File: src/rtl/gpio_pkg.sv
package gpio_pkg;
  localparam int REG_ADDR_W = 2;

  typedef enum logic [REG_ADDR_W-1:0] {
    SEL_PORT = 2'd0,
    SEL_LAT  = 2'd1,
    SEL_DIR  = 2'd2,
    SEL_NONE = 2'd3
  } reg_sel_e;
endpackage

File: src/rtl/gpio_sync.sv
module gpio_sync #(
  parameter int WIDTH  = 6,
  parameter int STAGES = 2
) (
  input  logic             clk,
  input  logic             rst,
  input  logic [WIDTH-1:0] d,
  output logic [WIDTH-1:0] q
);
  logic [WIDTH-1:0] stage_q [STAGES];

  always_ff @(posedge clk) begin
    if (rst) stage_q[0] <= '0;
    else     stage_q[0] <= d;
  end

  for (genvar s = 1; s < STAGES; s++) begin : g_stage
    always_ff @(posedge clk) begin
      if (rst) stage_q[s] <= '0;
      else     stage_q[s] <= stage_q[s-1];
    end
  end

  assign q = stage_q[STAGES-1];
endmodule

File: src/rtl/gpio_ana_mask.sv
module gpio_ana_mask #(
  parameter int              WIDTH       = 6,
  parameter int              CFG_W       = 4,
  parameter int              DIGITAL_CFG = 7,
  parameter logic [WIDTH-1:0] ANALOG_PINS = 6'b101111
) (
  input  logic             clk,
  input  logic             rst,
  input  logic [CFG_W-1:0] cfg,
  output logic [WIDTH-1:0] analog_sel
);
  localparam logic [CFG_W-1:0] ALL_DIGITAL = CFG_W'(DIGITAL_CFG);

  logic [WIDTH-1:0] sel_next;

  always_comb begin
    for (int i = 0; i < WIDTH; i++) begin
      sel_next[i] = ANALOG_PINS[i] && (cfg < ALL_DIGITAL);
    end
  end

  always_ff @(posedge clk) begin
    if (rst) analog_sel <= ANALOG_PINS;
    else     analog_sel <= sel_next;
  end
endmodule

File: src/rtl/gpio_regs.sv
module gpio_regs
  import gpio_pkg::*;
#(
  parameter int WIDTH  = 6,
  parameter int DATA_W = 8
) (
  input  logic                  clk,
  input  logic                  rst,
  input  logic                  wr_en,
  input  logic [REG_ADDR_W-1:0] addr,
  input  logic [DATA_W-1:0]     wdata,
  output logic [WIDTH-1:0]      lat_q,
  output logic [WIDTH-1:0]      dir_q
);
  reg_sel_e sel;
  logic     lat_we;
  logic     dir_we;

  assign sel    = reg_sel_e'(addr);
  assign lat_we = wr_en && (sel == SEL_PORT || sel == SEL_LAT);
  assign dir_we = wr_en && (sel == SEL_DIR);

  always_ff @(posedge clk) begin
    if (rst) begin
      lat_q <= '0;
      dir_q <= '1;
    end else begin
      if (lat_we) lat_q <= wdata[WIDTH-1:0];
      if (dir_we) dir_q <= wdata[WIDTH-1:0];
    end
  end
endmodule

File: src/rtl/gpio_rdmux.sv
module gpio_rdmux
  import gpio_pkg::*;
#(
  parameter int WIDTH  = 6,
  parameter int DATA_W = 8
) (
  input  logic [REG_ADDR_W-1:0] addr,
  input  logic [WIDTH-1:0]      pin_sync,
  input  logic [WIDTH-1:0]      analog_sel,
  input  logic [WIDTH-1:0]      lat_q,
  input  logic [WIDTH-1:0]      dir_q,
  output logic [DATA_W-1:0]     rdata
);
  logic [WIDTH-1:0] port_view;

  assign port_view = pin_sync & ~analog_sel;

  always_comb begin
    unique case (reg_sel_e'(addr))
      SEL_PORT: rdata = DATA_W'(port_view);
      SEL_LAT:  rdata = DATA_W'(lat_q);
      SEL_DIR:  rdata = DATA_W'(dir_q);
      default:  rdata = '0;
    endcase
  end
endmodule

File: src/rtl/bidir_port.sv
module bidir_port #(
  parameter int              WIDTH       = 6,
  parameter int              DATA_W      = 8,
  parameter int              CFG_W       = 4,
  parameter int              SYNC_STAGES = 2,
  parameter int              DIGITAL_CFG = 7,
  parameter logic [WIDTH-1:0] ANALOG_PINS = 6'b101111
) (
  input  logic              clk,
  input  logic              rst,
  input  logic              wr_en,
  input  logic [1:0]        addr,
  input  logic [DATA_W-1:0] wdata,
  output logic [DATA_W-1:0] rdata,
  input  logic [CFG_W-1:0]  ana_cfg,
  input  logic [WIDTH-1:0]  pad_in,
  output logic [WIDTH-1:0]  pad_out,
  output logic [WIDTH-1:0]  pad_oe
);
  logic [WIDTH-1:0] lat_q;
  logic [WIDTH-1:0] dir_q;
  logic [WIDTH-1:0] pin_sync;
  logic [WIDTH-1:0] analog_sel;

  gpio_regs #(.WIDTH(WIDTH), .DATA_W(DATA_W)) u_regs (
    .clk(clk), .rst(rst), .wr_en(wr_en), .addr(addr), .wdata(wdata),
    .lat_q(lat_q), .dir_q(dir_q)
  );

  gpio_sync #(.WIDTH(WIDTH), .STAGES(SYNC_STAGES)) u_sync (
    .clk(clk), .rst(rst), .d(pad_in), .q(pin_sync)
  );

  gpio_ana_mask #(
    .WIDTH(WIDTH), .CFG_W(CFG_W), .DIGITAL_CFG(DIGITAL_CFG),
    .ANALOG_PINS(ANALOG_PINS)
  ) u_ana (
    .clk(clk), .rst(rst), .cfg(ana_cfg), .analog_sel(analog_sel)
  );

  gpio_rdmux #(.WIDTH(WIDTH), .DATA_W(DATA_W)) u_rd (
    .addr(addr), .pin_sync(pin_sync), .analog_sel(analog_sel),
    .lat_q(lat_q), .dir_q(dir_q), .rdata(rdata)
  );

  assign pad_out = lat_q;
  assign pad_oe  = ~dir_q;
endmodule

File: config.mk
export PLATFORM = sky130hd
export DESIGN_NAME = bidir_port
export DESIGN_NICKNAME = d
export VERILOG_FILES = /design/src/rtl/gpio_pkg.sv /design/src/rtl/gpio_sync.sv /design/src/rtl/gpio_ana_mask.sv /design/src/rtl/gpio_regs.sv /design/src/rtl/gpio_rdmux.sv /design/src/rtl/bidir_port.sv
export SDC_FILE = /design/constraint.sdc
export NUM_CORES = 1
export LEC_CHECK = 0
export ABC_AREA = 1
export CORE_MARGIN = 1.5
export CORE_UTILIZATION = 41
export CTS_BUF_LIST = sky130_fd_sc_hd__clkbuf_8
export DETAILED_ROUTE_END_ITERATION = 8
export PLACE_DENSITY = 0.81
export SLEW_MARGIN = 40
export SYNTH_ARGS = -nofsm -noshare
export SYNTH_HDL_FRONTEND = slang
export SYNTH_HIERARCHICAL = 1
export SYNTH_SLANG_ARGS = --single-unit
File: constraint.sdc
create_clock -name clk -period 0.8 [get_ports clk]
set_input_delay 0.12 -clock clk [delete_from_list [all_inputs] [get_ports clk]]
set_output_delay 0.12 -clock clk [all_outputs]
set_load 0.02 [all_outputs]
Word level (Yosys, flattened, before mapping)
Memory sizes are Yosys's and may differ from the RTL's.
Index checks and enable logic that the tools add are counted.
{"block": "word_totals", "ff_bits": 14, "mem_bits_rw": 12, "input_bits": 23, "out_inout_bits": 20, "elab_cells": 23, "n_memories": 1}
{"block": "classes", "n_lt_le_gt_ge": 1, "eq_ne": 2, "muxes": 6, "bitwise_logic": 5, "n_reduce_logical": 4}
{"memory": "u_sync.stage_q", "depth": 2, "word_bits": 6, "rd": 2, "rd_clocked_by_memory_dff": 0, "write_ports": 2, "line": "gpio_sync.sv:10", "text": "logic [WIDTH-1:0] stage_q [STAGES];"}
{"operator": "6-bit one-hot mux with 3 select lines", "n": 1}
{"operator": "6-bit two-way mux", "n": 2}
{"operator": "6-bit NOT", "n": 2}
{"operator": "6-bit bitwise AND", "n": 1}
{"operator": "4-bit by 3-bit less-than comparator with 1-bit output (second input constant)", "n": 1}
{"operator": "1-bit two-way mux", "n": 3}
{"operator": "2-bit by 1-bit == test with 1-bit output (second input constant)", "n": 1}
{"operator": "2-bit == test (second input constant)", "n": 1}
{"operator": "1-bit logical AND", "n": 2}
{"operator": "2-bit logical NOT", "n": 1}
{"operator": "1-bit bitwise OR", "n": 2}
{"operator": "1-bit logical OR", "n": 1}

Longest topological paths before layout
{"block": "depth", "depth_word": 3, "depth_mapped": 5, "ltp_nobuf": 4}

Hierarchy
The synthesis kept the hierarchy.
{"module": "gpio_regs", "n_inst": 1, "cells_per_inst": 63, "area_per_inst_um2": 494.2}
{"module": "gpio_sync", "n_inst": 1, "cells_per_inst": 37, "area_per_inst_um2": 341.6}
{"module": "gpio_rdmux", "n_inst": 1, "cells_per_inst": 44, "area_per_inst_um2": 210.2}
{"module": "gpio_ana_mask", "n_inst": 1, "cells_per_inst": 12, "area_per_inst_um2": 81.3}
{"module": "bidir_port", "n_inst": 1, "cells_per_inst": 6, "area_per_inst_um2": 22.5}

Worst setup path after synthesis
Ideal clock, no wire load.
{"block": "synth_path", "path_type": "register to output", "from": "register u_ana/analog_sel[0] (netlist name)", "to": "output port rdata[1]", "arrival_time_ns": 0.744, "required_ns": 0.680, "setup_slack_ns": -0.064, "path_stages_with_launch": 5, "path_buffers": 1, "path_cell_list": "dfxtp_1 > buf_4 > nor2_1 > nand2_1 > nand3_1"}
{"item": "end, declared", "line": "bidir_port.sv:14", "text": "output logic [DATA_W-1:0] rdata,"}

==> insert_results.sql <==
INSERT INTO impl_metrics (metric_group, metric, value, unit) VALUES
('outcome', 'status', 'finished, violations left', ''),
('outcome', 'violations_in_the_final_reports', 'setup timing', ''),
('global_route', 'pin_count_of_the_biggest_net_entering_global_routing', '16', ''),
('place', 'dpl-instance-area', '0.00166', 'mm²'),
('logic_synthesis', 'yosys_register_bits', '25', ''),
('global_route', 'grt_antenna_before_repair', '0', ''),
('cells_and_area', 'multiInputGateArea', '554', 'µm²'),
('detailed_routing', 'num_vias', '1213', ''),
('cells_and_area', 'fraction_of_layout_instances_using_a_drive_strength_above_1', '0.473', ''),
('cts', 'cts.sinks', '25', ''),
('detailed_routing', 'avgRoutedWirePerCell', '13.7', 'µm'),
('cells_and_area', 'layout_commonest_cell', 'sky130_fd_sc_hd__buf_6', ''),
('cells_and_area', 'seqCellArea', '523', 'µm²'),
('cts', 'clk-insertion-delay-late', '0.27', 'ns'),
('floorplan', 'ioPinCount', '43', ''),
('place', 'pre_cts_ws', '-0.942', 'ns'),
('cells_and_area', 'highest_count_cells_in_the_layout_ignoring_fill_and_taps', 'sky130_fd_sc_hd__buf_6 (36), sky130_fd_sc_hd__nor2_1 (22), sky130_fd_sc_hd__inv_1 (20), sky130_fd_sc_hd__nand3_1 (18), sky130_fd_sc_hd__clkdlybuf4s50_1 (17)', ''),
('min_path', 'hold_class', 'input port to flip-flop', ''),
('logic_synthesis', 'synth-warning-count', '6', ''),
('place', 'placed_cells', '239', ''),
('cells_and_area', 'syn_to_final_growth', '71.5', '%'),
('cells_and_area', 'filler_cell_count', '192', ''),
('detailed_routing', 'remaining_drc_errors', '0', ''),
('setup_path', 'critical-path-top-delay-family', 'flip-flops', ''),
('cts', 'clkSlewWorstSetupHoldPaths', '0.09', 'ns'),
('timing', 'fin_crit_sh', '1.47', ''),
('cells_and_area', 'nNetsFinal', '244', ''),
('cts', 'numCtsBuffers', '3', ''),
('cells_and_area', 'final_core_util', '0.728', ''),
('power', 'cellPowerDensity', '1480', 'mW/mm²'),
('power', 'power.ir.vdd_worst', '1.03', 'mV'),
('cts', 'tritoncts', 'yes', ''),
('cts', 'cts.htree.levels', '1', ''),
('logic_synthesis', 'synth.yosys.seq_area_share', '0.435', ''),
('cells_and_area', 'antennaDiodeCount', '0', ''),
('logic_synthesis', 'count_of_cell_types_in_the_netlist', '13', ''),
('timing', 'setup_viol', '19', ''),
('floorplan', 'initial_core_utilization', '0.424', ''),
('global_route', 'grt_pass1_wl', '5110', 'µm'),
('timing', 'timing.final.max_slew_violations', '0', ''),
('timing', 'fmax', '852', 'MHz'),
('logic_synthesis', 'post_synth_instance_area', '0.00115', 'mm²'),
('setup_path', 'path_type_of_the_worst_setup_path', 'flip-flop to primary output', ''),
('floorplan', 'die_height', '56.0', 'µm'),
('global_route', 'first_global_vias', '1160', ''),
('setup_path', 'path_max_fanout', '5', ''),
('floorplan', 'core.rowCount', '19', ''),
('setup_path', 'required', '0.68', 'ns'),
('logic_synthesis', 'syn-instance-count', '162', ''),
('place', 'gp_congestion', '0.847', ''),
('detailed_routing', 'drt_first_pass_iters', '4', ''),
('global_route', 'grt_use_total', '0.214', ''),
('timing', 'finalWorstSetupSlack', '-0.374', 'ns'),
('setup_path', 'crit_path_cell_trace', 'nor2_2 -> nand2_1 -> nand3_2 -> buf_6', ''),
('setup_path', 'slowest_delay', '0.40', 'ns'),
('cells_and_area', 'final_area', '0.00197', 'mm²'),
('setup_path', 'endpoint_kind', 'primary output', ''),
('detailed_routing', 'routed_wirelength', '3450', 'µm'),
('detailed_routing', 'detail_route.vias_per_cell', '4.83', ''),
('timing', 'timing.final.hold_violations', '0', ''),
('setup_path', 'crit_path_top_delay_cell', 'sky130_fd_sc_hd__dfxtp_4', ''),
('floorplan', 'dieWidth', '56.0', 'µm'),
('setup_path', 'worst_setup_path_start_kind', 'flip-flop', ''),
('timing', 'setup_tns', '-4.11', 'ns'),
('cells_and_area', 'non_filler_cells_final', '251', ''),
('place', 'port-buffer-count', '38', ''),
('cts', 'clock_tree.buffer_depth', '2', ''),
('setup_path', 'critPathArrivalTime', '1.05', 'ns'),
('power', 'power_leakage', '0.959', 'nW'),
('run', 'max_cap_violations', '0', ''),
('logic_synthesis', 'synth.avg_cell_area', '7.10', 'µm²');
-- area by class of cell --
type / instances / area share
Multi-Input combinational cell: 93 / 0.281
Timing Repair Buffer: 66 / 0.347
Clock inverter: 1 / 0.00381
Inverter: 32 / 0.0622
Tap cell: 31 / 0.0197
Sequential cell: 25 / 0.265
Clock buffer: 3 / 0.0209
-- timing repair --
| action | 4_1_cts | 5_1_grt |
|---|---|---|
| setup endpoints to repair | 30 | 29 |
| cloned | 2 | 0 |
| gates resized for setup | 152 | 29 |
| pin swaps | 8 | 8 |
| hold endpoints to repair | 0 | 0 |
| setup buffers | 4 | 2 |
-- sequential cells by signal, summed over array words and instances (netlist names) --
register,flops
u_ana/analog_sel,1
u_regs/dir_q,6
u_regs/lat_q,6
u_sync/stage_q,12
-- synth_stat cells --
library cell | n | area, µm²
sky130_fd_sc_hd__nor2_1 | 30 | 113
sky130_fd_sc_hd__buf_2 | 1 | 5.00
sky130_fd_sc_hd__nand3_1 | 26 | 130
sky130_fd_sc_hd__conb_1 | 2 | 7.51
sky130_fd_sc_hd__nor2_4 | 2 | 22.5
sky130_fd_sc_hd__nand2_1 | 20 | 75.1
sky130_fd_sc_hd__nand3b_1 | 6 | 45.0
sky130_fd_sc_hd__nand4_1 | 6 | 37.5
sky130_fd_sc_hd__buf_6 | 1 | 11.3
sky130_fd_sc_hd__inv_2 | 2 | 7.51
sky130_fd_sc_hd__buf_4 | 11 | 82.6
sky130_fd_sc_hd__inv_1 | 30 | 113
sky130_fd_sc_hd__dfxtp_1 | 25 | 500
-- power breakdown --
part | internal [mW] | switching, mW
combinational | 0.412 | 0.373
sequential | 1.32 | 0.0478
clock | 0.353 | 0.423
total | 2.08 | 0.844
-- cell families (layout without fill, tap and decap cells) --
| family | count (synthesis) | in the layout | share of synthesized area |
|---|---|---|---|
| buffers and inverters | 45 | 102 | 0.190 |
| AND/OR/NAND/NOR | 90 | 90 | 0.368 |
| flip-flops | 25 | 25 | 0.435 |
| other | 2 | 3 | 0.00653 |
-- path summary, 6_finish.rpt --
check | startpoint | endpoint | slack [ns] | cells after the start
max | u_ana/analog_sel[0] | rdata[3] | -0.37 | 4
min | pad_in[2] | u_sync/stage_q[0][2] | 0.35 | 3
max reg2reg | u_regs/dir_q[5] | u_regs/dir_q[5] | -0.02 | 4
min reg2reg | u_sync/stage_q[0][5] | u_sync/stage_q[1][5] | 0.40 | 2
-- worst reg2reg max path, stage by stage (launching register included) --
cell and delay (ns):
sky130_fd_sc_hd__dfxtp_2 0.34, sky130_fd_sc_hd__buf_6 0.11, sky130_fd_sc_hd__buf_4 0.13, sky130_fd_sc_hd__nand2_2 0.08, sky130_fd_sc_hd__nand3_1 0.07
-- through the flow --
stage / hold WS [ns] / total power [mW]
after CTS: 0.349 / 2.87
after global routing: 0.366 / 3.04
after detailed placement: 0.395 / 2.00
after global placement: 0.396 / 1.99
final: 0.353 / 2.93
after floorplan: 0.191 / 1.70
-- layer usage --
layer | global-route usage | wire length [µm]
met1 | 0.263 | 1440
met2 | 0.333 | 1730
met3 | 0.0302 | 119
met4 | 0.173 | 162
met5 | 0 | 0
(Power assumes the default switching activity.)
